[src/rtl/sdma_pkg.sv]
package sdma_pkg;
   typedef enum logic {
      ST_IDLE = 1'b0,
      ST_XFER = 1'b1
   } sdma_state_t;

   localparam logic [1:0] RA_CMD  = 2'd0;
   localparam logic [1:0] RA_LBN  = 2'd1;
   localparam logic [1:0] RA_DEST = 2'd2;
   localparam logic [1:0] RA_STAT = 2'd3;

   localparam int SB_BUSY = 0;
   localparam int SB_DONE = 1;
   localparam int SB_SERR = 2;
   localparam int SB_RERR = 3;
   localparam int SB_IRQ  = 4;
endpackage

[src/rtl/sdma_geometry.sv]
module sdma_geometry #(
   parameter int LBN_W = 32,
   parameter int S     = 16,
   parameter int H     = 4,
   parameter int T     = 64,
   localparam int SEC_W  = $clog2(S),
   localparam int SURF_W = $clog2(H),
   localparam int TRK_W  = $clog2(T)
) (
   input  logic [LBN_W-1:0]  lbn,
   output logic [SEC_W-1:0]  sector,
   output logic [SURF_W-1:0] surface,
   output logic [TRK_W-1:0]  track
);
   localparam logic [LBN_W-1:0] PER_TRK = LBN_W'(S);
   localparam logic [LBN_W-1:0] PER_SRF = LBN_W'(H);
   localparam logic [LBN_W-1:0] PER_CYL = LBN_W'(S * H);

   logic [LBN_W-1:0] trk_index;

   always_comb begin
      trk_index = lbn / PER_TRK;
      sector    = SEC_W'(lbn % PER_TRK);
      surface   = SURF_W'(trk_index % PER_SRF);
      track     = TRK_W'(lbn / PER_CYL);
   end
endmodule

[src/rtl/sdma_packer.sv]
module sdma_packer #(
   parameter bit MSB_FIRST = 1'b0
) (
   input  logic        clk,
   input  logic        rst_n,
   input  logic        byte_take,
   input  logic [7:0]  byte_in,
   input  logic        word_take,
   output logic [31:0] word_q,
   output logic        pend
);
   logic [1:0] bcnt;
   logic [1:0] lane;

   generate
      if (MSB_FIRST) begin : g_msb
         assign lane = 2'd3 - bcnt;
      end else begin : g_lsb
         assign lane = bcnt;
      end
   endgenerate

   always_ff @(posedge clk) begin
      if (!rst_n) begin
         bcnt   <= '0;
         word_q <= '0;
         pend   <= 1'b0;
      end else begin
         if (byte_take) begin
            word_q[8*lane +: 8] <= byte_in;
            bcnt                <= bcnt + 2'd1;
            if (bcnt == 2'd3) pend <= 1'b1;
         end
         if (word_take) pend <= 1'b0;
      end
   end
endmodule

[src/rtl/sector_dma_ctrl.sv]
module sector_dma_ctrl
   import sdma_pkg::*;
#(
   parameter int SECTOR_BYTES    = 512,
   parameter int SECTS_PER_TRACK = 16,
   parameter int SURFACES        = 4,
   parameter int TRACKS          = 64,
   parameter int LBN_W           = 32,
   parameter int ADDR_W          = 32,
   parameter bit MSB_FIRST       = 1'b0,
   localparam int SEC_W  = $clog2(SECTS_PER_TRACK),
   localparam int SURF_W = $clog2(SURFACES),
   localparam int TRK_W  = $clog2(TRACKS)
) (
   input  logic              clk,
   input  logic              rst_n,
   input  logic              reg_wr_en,
   input  logic [1:0]        reg_addr,
   input  logic [31:0]       reg_wdata,
   output logic [31:0]       reg_rdata,
   output logic [SEC_W-1:0]  chs_sector,
   output logic [SURF_W-1:0] chs_surface,
   output logic [TRK_W-1:0]  chs_track,
   input  logic              sd_valid,
   input  logic [7:0]        sd_data,
   output logic              sd_ready,
   output logic              mem_wr,
   output logic [ADDR_W-1:0] mem_addr,
   output logic [31:0]       mem_wdata,
   input  logic              mem_ready,
   output logic              irq
);
   localparam int     WORDS    = SECTOR_BYTES / 4;
   localparam int     CNT_W    = $clog2(WORDS + 1);
   localparam longint CAPACITY = longint'(SECTS_PER_TRACK) * SURFACES * TRACKS;

   generate
      if (SECTOR_BYTES < 4 || (SECTOR_BYTES % 4) != 0) begin : g_bad_sector
         $error("sector size must be a positive multiple of four bytes");
      end
      if (SECTS_PER_TRACK < 2 || SURFACES < 2 || TRACKS < 2) begin : g_bad_geom
         $error("each geometry dimension must be at least two");
      end
      if (LBN_W > 32 || ADDR_W > 32 || ADDR_W < 3) begin : g_bad_width
         $error("register widths out of range");
      end
   endgenerate

   sdma_state_t       state;
   logic [LBN_W-1:0]  lbn_reg;
   logic [LBN_W-1:0]  lbn_q;
   logic [ADDR_W-1:0] dest_reg;
   logic [ADDR_W-1:0] waddr;
   logic [CNT_W-1:0]  wcnt;
   logic              done_f, serr_f, rerr_f, irq_f;
   logic              busy, start_cmd, clr_cmd, byte_take, word_take, pend;
   logic              lbn_bad, last_word;
   logic [31:0]       word_q;

   assign busy      = (state == ST_XFER);
   assign start_cmd = reg_wr_en && (reg_addr == RA_CMD) && reg_wdata[0];
   assign clr_cmd   = reg_wr_en && (reg_addr == RA_STAT) && reg_wdata[0];
   assign lbn_bad   = longint'(lbn_reg) >= CAPACITY;
   assign sd_ready  = busy && !pend;
   assign byte_take = sd_valid && sd_ready;
   assign word_take = pend && mem_ready;
   assign last_word = word_take && (wcnt == CNT_W'(WORDS - 1));

   sdma_geometry #(
      .LBN_W(LBN_W), .S(SECTS_PER_TRACK), .H(SURFACES), .T(TRACKS)
   ) u_geom (
      .lbn    (lbn_q),
      .sector (chs_sector),
      .surface(chs_surface),
      .track  (chs_track)
   );

   sdma_packer #(.MSB_FIRST(MSB_FIRST)) u_pack (
      .clk      (clk),
      .rst_n    (rst_n),
      .byte_take(byte_take),
      .byte_in  (sd_data),
      .word_take(word_take),
      .word_q   (word_q),
      .pend     (pend)
   );

   assign mem_wr    = pend;
   assign mem_addr  = waddr;
   assign mem_wdata = word_q;
   assign irq       = irq_f;

   always_ff @(posedge clk) begin
      if (!rst_n) begin
         state    <= ST_IDLE;
         lbn_reg  <= '0;
         lbn_q    <= '0;
         dest_reg <= '0;
         waddr    <= '0;
         wcnt     <= '0;
         done_f   <= 1'b0;
         serr_f   <= 1'b0;
         rerr_f   <= 1'b0;
         irq_f    <= 1'b0;
      end else begin
         if (reg_wr_en && reg_addr == RA_LBN)  lbn_reg  <= reg_wdata[LBN_W-1:0];
         if (reg_wr_en && reg_addr == RA_DEST) dest_reg <= reg_wdata[ADDR_W-1:0];
         if (clr_cmd) begin
            done_f <= 1'b0;
            serr_f <= 1'b0;
            rerr_f <= 1'b0;
            irq_f  <= 1'b0;
         end
         case (state)
            ST_IDLE: begin
               if (start_cmd) begin
                  if (lbn_bad) begin
                     rerr_f <= 1'b1;
                     irq_f  <= 1'b1;
                  end else begin
                     lbn_q <= lbn_reg;
                     waddr <= {dest_reg[ADDR_W-1:2], 2'b00};
                     wcnt  <= '0;
                     state <= ST_XFER;
                  end
               end
            end
            ST_XFER: begin
               if (start_cmd) serr_f <= 1'b1;
               if (word_take) begin
                  waddr <= waddr + ADDR_W'(4);
                  wcnt  <= wcnt + CNT_W'(1);
               end
               if (last_word) begin
                  state  <= ST_IDLE;
                  done_f <= 1'b1;
                  irq_f  <= 1'b1;
               end
            end
            default: state <= ST_IDLE;
         endcase
      end
   end

   always_comb begin
      reg_rdata = '0;
      case (reg_addr)
         RA_LBN:  reg_rdata = 32'(lbn_reg);
         RA_DEST: reg_rdata = 32'(dest_reg);
         RA_STAT: begin
            reg_rdata[SB_BUSY] = busy;
            reg_rdata[SB_DONE] = done_f;
            reg_rdata[SB_SERR] = serr_f;
            reg_rdata[SB_RERR] = rerr_f;
            reg_rdata[SB_IRQ]  = irq_f;
         end
         default: reg_rdata = '0;
      endcase
   end
endmodule

[config.mk]
export PLATFORM = sky130hd
export DESIGN_NAME = sector_dma_ctrl
export DESIGN_NICKNAME = d
export VERILOG_FILES = /design/src/rtl/sdma_pkg.sv /design/src/rtl/sdma_geometry.sv /design/src/rtl/sdma_packer.sv /design/src/rtl/sector_dma_ctrl.sv
export SDC_FILE = /design/constraint.sdc
export NUM_CORES = 1
export LEC_CHECK = 0
export ABC_AREA = 1
export BUFFER_PORTS_ARGS = -buffer_cell sky130_fd_sc_hd__buf_2
export CORE_MARGIN = 4
export CORE_UTILIZATION = 55
export DETAILED_ROUTE_END_ITERATION = 16
export GPL_TIMING_DRIVEN = 0
export PLACE_DENSITY = 0.88
export REMOVE_ABC_BUFFERS = 1
export SYNTH_ARGS = -nofsm -noshare
export SYNTH_HDL_FRONTEND = slang
export SYNTH_SLANG_ARGS = --single-unit
[constraint.sdc]
create_clock -name clk -period 3.3 [get_ports clk]
set_input_delay 0.33 -clock clk [delete_from_list [all_inputs] [get_ports clk]]
set_output_delay 0.33 -clock clk [all_outputs]
set_load 0.005 [all_outputs]
==> results of run 1 <==
## worst max-delay path by stage
stage / to / cells past startpoint / startpoint
finish: dest_reg[24] / 7 / reg_addr[0]
floorplan: mem_addr[5] / 7 / busy
global route: dest_reg[17] / 7 / reg_addr[0]
CTS: mem_addr[5] / 7 / busy
global placement: mem_addr[5] / 7 / busy
detailed placement: lbn_reg[8] / 7 / reg_addr[1]
## kinds of logic (layout without fill, tap and decap cells)
logic type,count (synthesis),in the layout
fa+ha+maj,12,12
buf+inv,124,246
xor+xnor,5,5
simple gates,575,575
compound gates,257,257
other cells,1,2
flops,154,154
## final cells by class
cell class / count / area share
sequential: 154 / 0.352
multi-input combinational: 851 / 0.446
inverter: 59 / 0.0257
timing repair buffer: 156 / 0.0919
clock inverter: 10 / 0.00799
tap: 176 / 0.0251
clock buffer: 21 / 0.0514
## through the flow
stage	utilization	setup TNS (ns)	hold slack, ns	setup slack [ns]	instances
2_1_floorplan	-	0	0.424	0.508	1064
3_3_place_gp	0.617	-57.76	0.453	-0.818	1395
3_5_place_dp	0.617	-39.45	0.455	-0.760	1395
4_1_cts	0.657	0	0.104	0.237	1426
5_1_grt	0.659	0	0.116	0.00418	1427
6_report	0.659	0	0.107	0.198	1427
## synth_stat cells (3+ instances only)
library cell,number
o21ai_0,124
a21oi_1,107
o21bai_1,3
nand3_1,29
nand2_2,5
inv_1,51
buf_4,6
o211a_1,8
inv_2,5
nand3b_1,11
a22oi_1,5
xor2_1,5
nand2_1,249
nor3_1,17
nor2_1,243
clkbuf_1,48
buf_2,5
dfxtp_1,154
nand4_1,14
ha_1,12
clkinv_1,3
o21ai_1,5
buf_6,4
## layer usage
| metal | up-vias | global-route usage | wire, µm |
|---|---|---|---|
| met5 | - | 0 | 0 |
| met3 | 56 | 0.0523 | 1770 |
| met4 | 0 | 0.112 | 687 |
| met2 | 365 | 0.435 | 9910 |
| met1 | 3594 | 0.347 | 9000 |
| li1 | 3882 | - | - |
## what timing repair did
action | 4_1_cts | 5_1_grt
setup endpoints to repair | 72 | 13
gates resized for setup | 4 | 1
cloned | 0 | 0
hold buffers | 0 | 0
## worst max-delay path: stages
cell,delay (ns)
buf_2,0.12
inv_1,0.10
ha_1,1.07
nand2_2,0.84
clkinv_1,0.70
nor2_1,0.12
nor2_1,0.15
## layout by cell type (no fill, tap or decap), types with 14 or more instances in the layout
master / n
buf_2: 154
nand4_1: 14
nand3_1: 29
inv_1: 49
dfxtp_1: 153
clkbuf_16: 17
a21oi_1: 107
nand2_1: 247
nor2_1: 243
o21ai_0: 124
nor3_1: 17
## power by group through the flow
| stage | Clock (mW) | Combinational, mW | Sequential [mW] |
|---|---|---|---|
| 2_1_floorplan | 0 | 0.163 | 1.98 |
| 3_3_place_gp | 0 | 0.277 | 1.98 |
| 3_5_place_dp | 0 | 0.283 | 1.99 |
| 4_1_cts | 1.75 | 0.286 | 1.95 |
| 5_1_grt | 1.83 | 0.328 | 1.95 |
| 6_report | 1.75 | 0.293 | 1.95 |
==> qor.yml, run 1 <==
min_to: "u_pack.pend"
final_hold_viol_count: 0
cts_sinks: 154
drt_iter0_drc: 768
rsz0062_at_grt: "no"
avgRoutedWirePerCell_um: 15.0
async_flop_share: 0
max_cap_viol_count: 0
ff2ff_setup_slack_ns: 0.39
grt_first_pass_wirelength_um: 34500
design_area_mm2: 0.00877
io_buffer_count: 155
fmax_mhz: 322
synth.area.mux_share: 0
seqCellArea_mm2: 0.00309
drive_gt1_frac: 0.162
worstPathRequired_ns: 3.66
synth_area_leaders: "dfxtp_1 (41%), nand2_1 (12%), nor2_1 (12%)"
multi_input_area_mm2: 0.00391
worstRegToRegCells: 7
area_growth_syn_to_layout_pct: 16.9
final_antenna_net_count: 0
numCtsBuffers: 17
status: "complete, no violations"
start_util: 0.564
cts_root_buffer: "clkbuf_16"
power.density_mw_per_mm2: 455
grt_pass1_vias: 7156
fillerInstances: 1146
power_mw: 3.99
clk_pin_slew_ns: 0.06
worst_pin_slew_ns: 1.35
critPathKind: "in -> reg"
synth_xor_area_frac: 0.00584
worstReg2RegEnd: "mem_addr[5]"
viasPerCell: 5.53
cts_setup_buffers: 0
synth-simple-area-share: 0.312
irDropWorstVdd_v: 0.000492
swShare: 0.252
synth.distinct_cells: 35
yosys_warnings: 0
synth_area_mm2: 0.00750
routabilityCongestion: 0.968
intPower_mw: 2.98
ys_ff_latch: 154
ctsLongestPathBuffers: 2
end_kind: "flip-flop"
row_count: 42
cts_max_level: 4
maxSlewHeadroom: 0.102
antenna_cells: 0
place_area_mm2: 0.00820
finalWirelength_um: 21400
die_h_um: 125
netlist_instances: 1128
drc_errors: 0
period_share: 0.940
rr_startpoint: "lbn_reg[12]"
cts_tree: "built"
start_kind: "input port"
core_mm2: 0.0133
crit_path_max_fanout: 46
p_leak_nw: 3.65
yosysTopAreaCell: "dfxtp_1"
layout_min_cycle_time_ns: 3.10
synth_compound_area_frac: 0.181
min_from: "mem_ready"
switching_power_mw: 1.00
antenna_found_initial: 0
finalSetupViolCount: 0
skew_ns: 0.0105
syn_area_per_cell_um2: 6.65
synth_top_area_frac: 0.411
worstPathArrival_ns: 3.46
grt_max_degree: 117
synth_sequential_area_ratio: 0.411
die_area_mm2: 0.0156
clk_latency_ns: 0.43
firstDrtPassIters: 6
ioPinCount: 158
gr-total-overflow: 0
die_w_um: 125
hold_class: "in -> reg"
synth_edf_count: 0
synth_top_family_by_area: "simple AND/OR/NAND/NOR gates"
vias: 7897
synth_flop_cell: "dfxtp_1"
slew_violations: 0
power.share.clock: 0.438
hold_path_depth: 2
yosys.area_share.adder: 0.0200
grt_use_total: 0.267
p_seq_frac: 0.488
hpwl_um: 14300
nNetsFinal: 1298
power.share.combinational: 0.074
Power figures use the tool's default switching activity.
==> run 2: changes to the inputs <==
--- a/config.mk
+++ b/config.mk
@@ -7,11 +7,13 @@
 export LEC_CHECK = 0
 export ABC_AREA = 1
 export BUFFER_PORTS_ARGS = -buffer_cell sky130_fd_sc_hd__buf_2
+export CORE_ASPECT_RATIO = 0.8
 export CORE_MARGIN = 4
-export CORE_UTILIZATION = 55
+export CORE_UTILIZATION = 30
 export DETAILED_ROUTE_END_ITERATION = 16
 export GPL_TIMING_DRIVEN = 0
-export PLACE_DENSITY = 0.88
+export MAX_ROUTING_LAYER = met4
+export PLACE_DENSITY = 0.57
 export REMOVE_ABC_BUFFERS = 1
 export SYNTH_ARGS = -nofsm -noshare
 export SYNTH_HDL_FRONTEND = slang
==> run 2 against run 1 <==
- flip-flop and latch count did not move
- first-iteration DRC count fell by 32%
- sequential power barely moved
- via count fell by 4.4%
- non-clock buffer count rose by 1
- total power rose by 6.5%
- global-route usage fell by 9.2 points
- clock power rose by 14%
- clock skew rose by 0.0024 ns
- count of clock-buffer cells in the layout rose by 2
- critical endpoint is now mem_addr[5]
- largest power group is now clock
==> qor.yml, run 2 (same netlist as run 1, synthesis figures left out) <==
maxSlewHeadroom: 0.402
min_from: "mem_ready"
fmax_mhz: 359
hpwl_um: 16800
avgRoutedWirePerCell_um: 14.9
max_cap_viol_count: 0
finalSetupViolCount: 0
worstRegToRegCells: 8
slowest_delay_ns: 0.72
io_buffer_count: 155
die_h_um: 149
placedCellCount: 1538
core_mm2: 0.0245
grt_use_met1: 0.254
gr-total-overflow: 0
grt_most_used_layer: "met1"
vias: 7551
crit_chain: "nor2_1 -> nand2_1 -> nor2_1 -> nand4_2 -> nand2_8 -> inv_2 -> o21ai_0 -> nor2_1"
irDropWorstVdd_v: 0.000338
min_to: "u_pack.pend"
viasPerCell: 4.80
cts_root_buffer: "clkbuf_16"
end_kind: "flip-flop"
worstReg2RegEnd: "mem_addr[5]"
cts_max_level: 4
worstPathRequired_ns: 3.62
numCtsBuffers: 17
grt_first_pass_wirelength_um: 37800
cts_sinks: 154
slew_violations: 0
postCtsHoldBufs: 0
hold_path_depth: 2
ioPinCount: 158
grt_max_degree: 78
drive_gt1_frac: 0.165
final_antenna_net_count: 0
rr_startpoint: "lbn_reg[20]"
rsz0062_at_grt: "no"
skew_ns: 0.0129
finalWirelength_um: 23500
start_util: 0.306
start_kind: "flip-flop"
final_hold_viol_count: 0
grt_use_total: 0.175
nNetsFinal: 1299
period_share: 0.844
hold_class: "in -> reg"
drc_errors: 0
row_count: 51
setup_tns_ns: 0
ctsLongestPathBuffers: 2
ff2ff_setup_slack_ns: 0.52
cts_tree: "built"
worstPathArrival_ns: 3.11
p_leak_nw: 3.70
critPathSlowestCell: "nand4_2"
grt_pass1_vias: 7003
die_w_um: 185
crit_path_max_fanout: 45
power.density_mw_per_mm2: 469
final_common_cell: "nand2_1"
hold_ws_ns: 0.0997
fillerInstances: 2684
clk_latency_ns: 0.43
worst_pin_slew_ns: 0.892
clk_pin_slew_ns: 0.06
drt_iter0_drc: 523
layout_min_cycle_time_ns: 2.78
met3_usage: 0.0318
crit_path_frequent_cell: "nor2_1"
critPathKind: "reg -> reg"
fin_cells: 1573
status: "complete, no violations"
firstDrtPassIters: 5
routabilityCongestion: 0.892
mostFrequentLayoutCells: "nand2_1 (247), nor2_1 (243), buf_2 (154)"
met2_usage: 0.250
antenna_found_initial: 2
area_growth_syn_to_layout_pct: 20.8
die_area_mm2: 0.0276
[run 2: changes by cell type in the layout (fill, tap and decap cells not counted), sizes merged]
cell      change
clkinv        -3
bufinv        +2
clkbuf        +2
diode         +2
buf           +1
clkinvlp      -1
inv           +1
[run 2: routing by layer]
| layer | vias to the layer above | part of all wire |
|---|---|---|
| li1 | 3892 | - |
| met1 | 3453 | 0.51 |
| met2 | 192 | 0.42 |
| met3 | 14 | 0.060 |
| met4 | 0 | 0.0094 |
| met5 | - | 0 |
[run 2: cell type report]
class	instances	area [µm²]	area share
tap	318	398	0.0439
clock buffer	23	478	0.0527
sequential	154	3090	0.341
multi-input combinational	851	3920	0.433
clock inverter	9	113	0.0124
antenna	2	5.00	0.000552
inverter	59	225	0.0249
timing repair buffer	157	833	0.0920
[run 2: critical path, delay by kind of cell, from the launching register on]
| kind | cells | cell delay [ns] |
|---|---|---|
| compound gates | 1 | 0.22 |
| buf+inv | 1 | 0.30 |
| flops | 1 | 0.32 |
| simple gates | 6 | 1.84 |
[run 2: worst max path at each step]
stage / end / from / slack [ns] / cells past startpoint
floorplan: mem_addr[5] / busy / 0.51 / 7
finish: mem_addr[5] / lbn_reg[20] / 0.52 / 8
global placement: mem_addr[5] / busy / -1.01 / 7
global route: mem_addr[7] / lbn_reg[20] / 0.18 / 8
CTS: lbn_reg[14] / reg_addr[1] / 0.23 / 7
detailed placement: lbn_reg[14] / reg_addr[1] / -1.02 / 7
[run 2: per-stage QoR]
stage	worst slack, ns	power, mW	util	area [µm²]
2_1_floorplan	0.508	2.14	-	7200
3_3_place_gp	-1.01	2.28	0.342	8380
3_5_place_dp	-1.02	2.29	0.343	8410
4_1_cts	0.234	4.28	0.368	9010
5_1_grt	0.180	4.42	0.370	9060
6_report	0.516	4.25	0.370	9060
[run 2: repair_timing]
action | in CTS | in global routing
resized for setup | 5 | 1
setup endpoints to repair | 72 | 1
cloned | 0 | 0
pin swaps | 0 | 0
buffers inserted | 0 | 0
[run 2: power breakdown]
| part | internal, mW | switching (mW) | leakage, nW | total, mW |
|---|---|---|---|---|
| sequential | 1.91 | 0.0398 | 1.25 | 1.95 |
| clock | 1.18 | 0.818 | 0.288 | 2.00 |
| combinational | 0.104 | 0.197 | 2.17 | 0.301 |
==> run 3: changes to the inputs <==
==> constraint.sdc (replaced) <==
create_clock -name clk -period 2.8 [get_ports clk]
set_input_delay 0.28 -clock clk [delete_from_list [all_inputs] [get_ports clk]]
set_output_delay 0.28 -clock clk [all_outputs]
set_load 0.005 [all_outputs]
==> run 3 against run 2 <==
- highest routed layer unchanged
- combinational power up 19%
- largest power group unchanged
- cell count unchanged
- clock skew barely moved
- setup slack worse by 0.22 ns
==> qor.yml, run 3 (same netlist as run 1, synthesis figures left out) <==
cts_sinks: 154
slew_violations: 0
drt_iter0_drc: 546
nNetsFinal: 1299
grt_pass1_vias: 7007
antenna_found_initial: 2
ff2ff_setup_slack_ns: 0.30
die_h_um: 149
power.density_mw_per_mm2: 552
firstDrtPassIters: 5
vias: 7561
io_buffer_count: 155
status: "complete, no violations"
worstPathArrival_ns: 2.83
worstPathRequired_ns: 3.12
multi_input_area_mm2: 0.00393
drive_gt1_frac: 0.166
end_kind: "flip-flop"
final_antenna_net_count: 0
critPathSlowestCell: "nand4_4"
ctsLongestPathBuffers: 2
slowest_delay_ns: 0.49
rsz0062_at_grt: "no"
grt_max_degree: 78
gr-total-overflow: 0
layout_min_cycle_time_ns: 2.50
power.share.clock: 0.471
intPower_mw: 3.76
switching_power_mw: 1.25
die_area_mm2: 0.0276
power.share.combinational: 0.072
cts_setup_buffers: 0
maxSlewHeadroom: 0.391
seqCellArea_mm2: 0.00309
p_leak_nw: 3.70
irDropWorstVdd_v: 0.000401
max_cap_viol_count: 0
mostFrequentLayoutCells: "nand2_1 (247), nor2_1 (243), buf_2 (154)"
crit_path_frequent_cell: "nor2_1"
post-route-util: 0.370
routabilityCongestion: 0.892
design_area_mm2: 0.00907
cts_max_level: 4
die_w_um: 185
fmax_mhz: 400
cts_tree: "built"
final_hold_viol_count: 0
crit_chain: "nor2_1 -> nand2_1 -> nor2_1 -> nand4_4 -> nand2_8 -> inv_2 -> o21ai_0 -> nor2_1"
worst_pin_slew_ns: 0.907
clk_latency_ns: 0.43
final_common_cell: "nand2_1"
area_growth_syn_to_layout_pct: 20.9
numCtsBuffers: 17
finalSetupViolCount: 0
p_seq_frac: 0.458
viasPerCell: 4.81
grt_use_total: 0.175
hold_class: "in -> reg"
avgRoutedWirePerCell_um: 14.9
clk_pin_slew_ns: 0.06
hpwl_um: 16800
swShare: 0.250
finalWirelength_um: 23500
ioPinCount: 158
grt_first_pass_wirelength_um: 37800
core_mm2: 0.0245
fillerInstances: 2683
cts_root_buffer: "clkbuf_16"
skew_ns: 0.0132
start_util: 0.306
place_area_mm2: 0.00841
crit_path_max_fanout: 45
period_share: 0.894
drc_errors: 0
critPathKind: "reg -> reg"
start_kind: "flip-flop"
row_count: 51
## run 3: cell counts in the layout (fill, tap and decap cells not counted)
No cell type changed its count.
## run 3: area by class of cell
class                   instances  area share
diodes                          2    0.000552
well taps                     318      0.0439
flip-flops and latches        154       0.340
clock inverters                 9      0.0124
repair buffers                157      0.0918
inverters                      59      0.0251
multi-input cells             851       0.433
clock buffers                  23      0.0527
## run 3: power by group through the flow
| stage | Combinational [mW] | Sequential [mW] | Clock (mW) |
|---|---|---|---|
| global route | 0.409 | 2.30 | 2.50 |
| floorplan | 0.192 | 2.33 | 0 |
| detailed placement | 0.350 | 2.34 | 0 |
| finish | 0.359 | 2.29 | 2.36 |
| global placement | 0.345 | 2.34 | 0 |
| CTS | 0.356 | 2.29 | 2.40 |
## run 3: per-stage QoR
step	setup TNS, ns	power, mW	instances	hold WS (ns)	setup slack [ns]
after CTS	0	5.05	1570	0.0350	0.134
final	0	5.01	1573	0.0475	0.298
after global placement	-144.77	2.69	1537	0.452	-1.51
after floorplan	0	2.52	1064	0.374	0.00757
after detailed placement	-92.09	2.69	1538	0.456	-1.47
after global routing	0	5.21	1573	0.0568	0.0331
## run 3: worst paths after layout
path	start	end	cells after the start
worst max register to register	lbn_reg[20]	mem_addr[5]	8
worst min register to register	u_pack.word_q[22]	u_pack.word_q[22]	2
worst min-delay path	mem_ready	u_pack.pend	2
worst max-delay path	lbn_reg[20]	mem_addr[5]	8
## run 3: per-layer routing
metal  vias up  share of wire  track usage
li1       3899              -            -
met2       199           0.42        0.250
met4         0          0.011       0.0459
met1      3447           0.51        0.254
met3        16          0.059       0.0318
met5         -              0            -
## run 3: critical path: cells and delay by family, from the launching register on
| family | cells | cell delay, ns |
|---|---|---|
| compound gates | 1 | 0.22 |
| flops | 1 | 0.32 |
| simple gates | 6 | 1.57 |
| buf+inv | 1 | 0.28 |
## run 3: timing repair
| action | 4_1_cts | 5_1_grt |
|---|---|---|
| endpoints found under the hold margin | 0 | 0 |
| gates resized for setup | 9 | 3 |
| hold buffers | 0 | 0 |
| setup endpoints to repair | 102 | 16 |
| pin swaps | 0 | 0 |
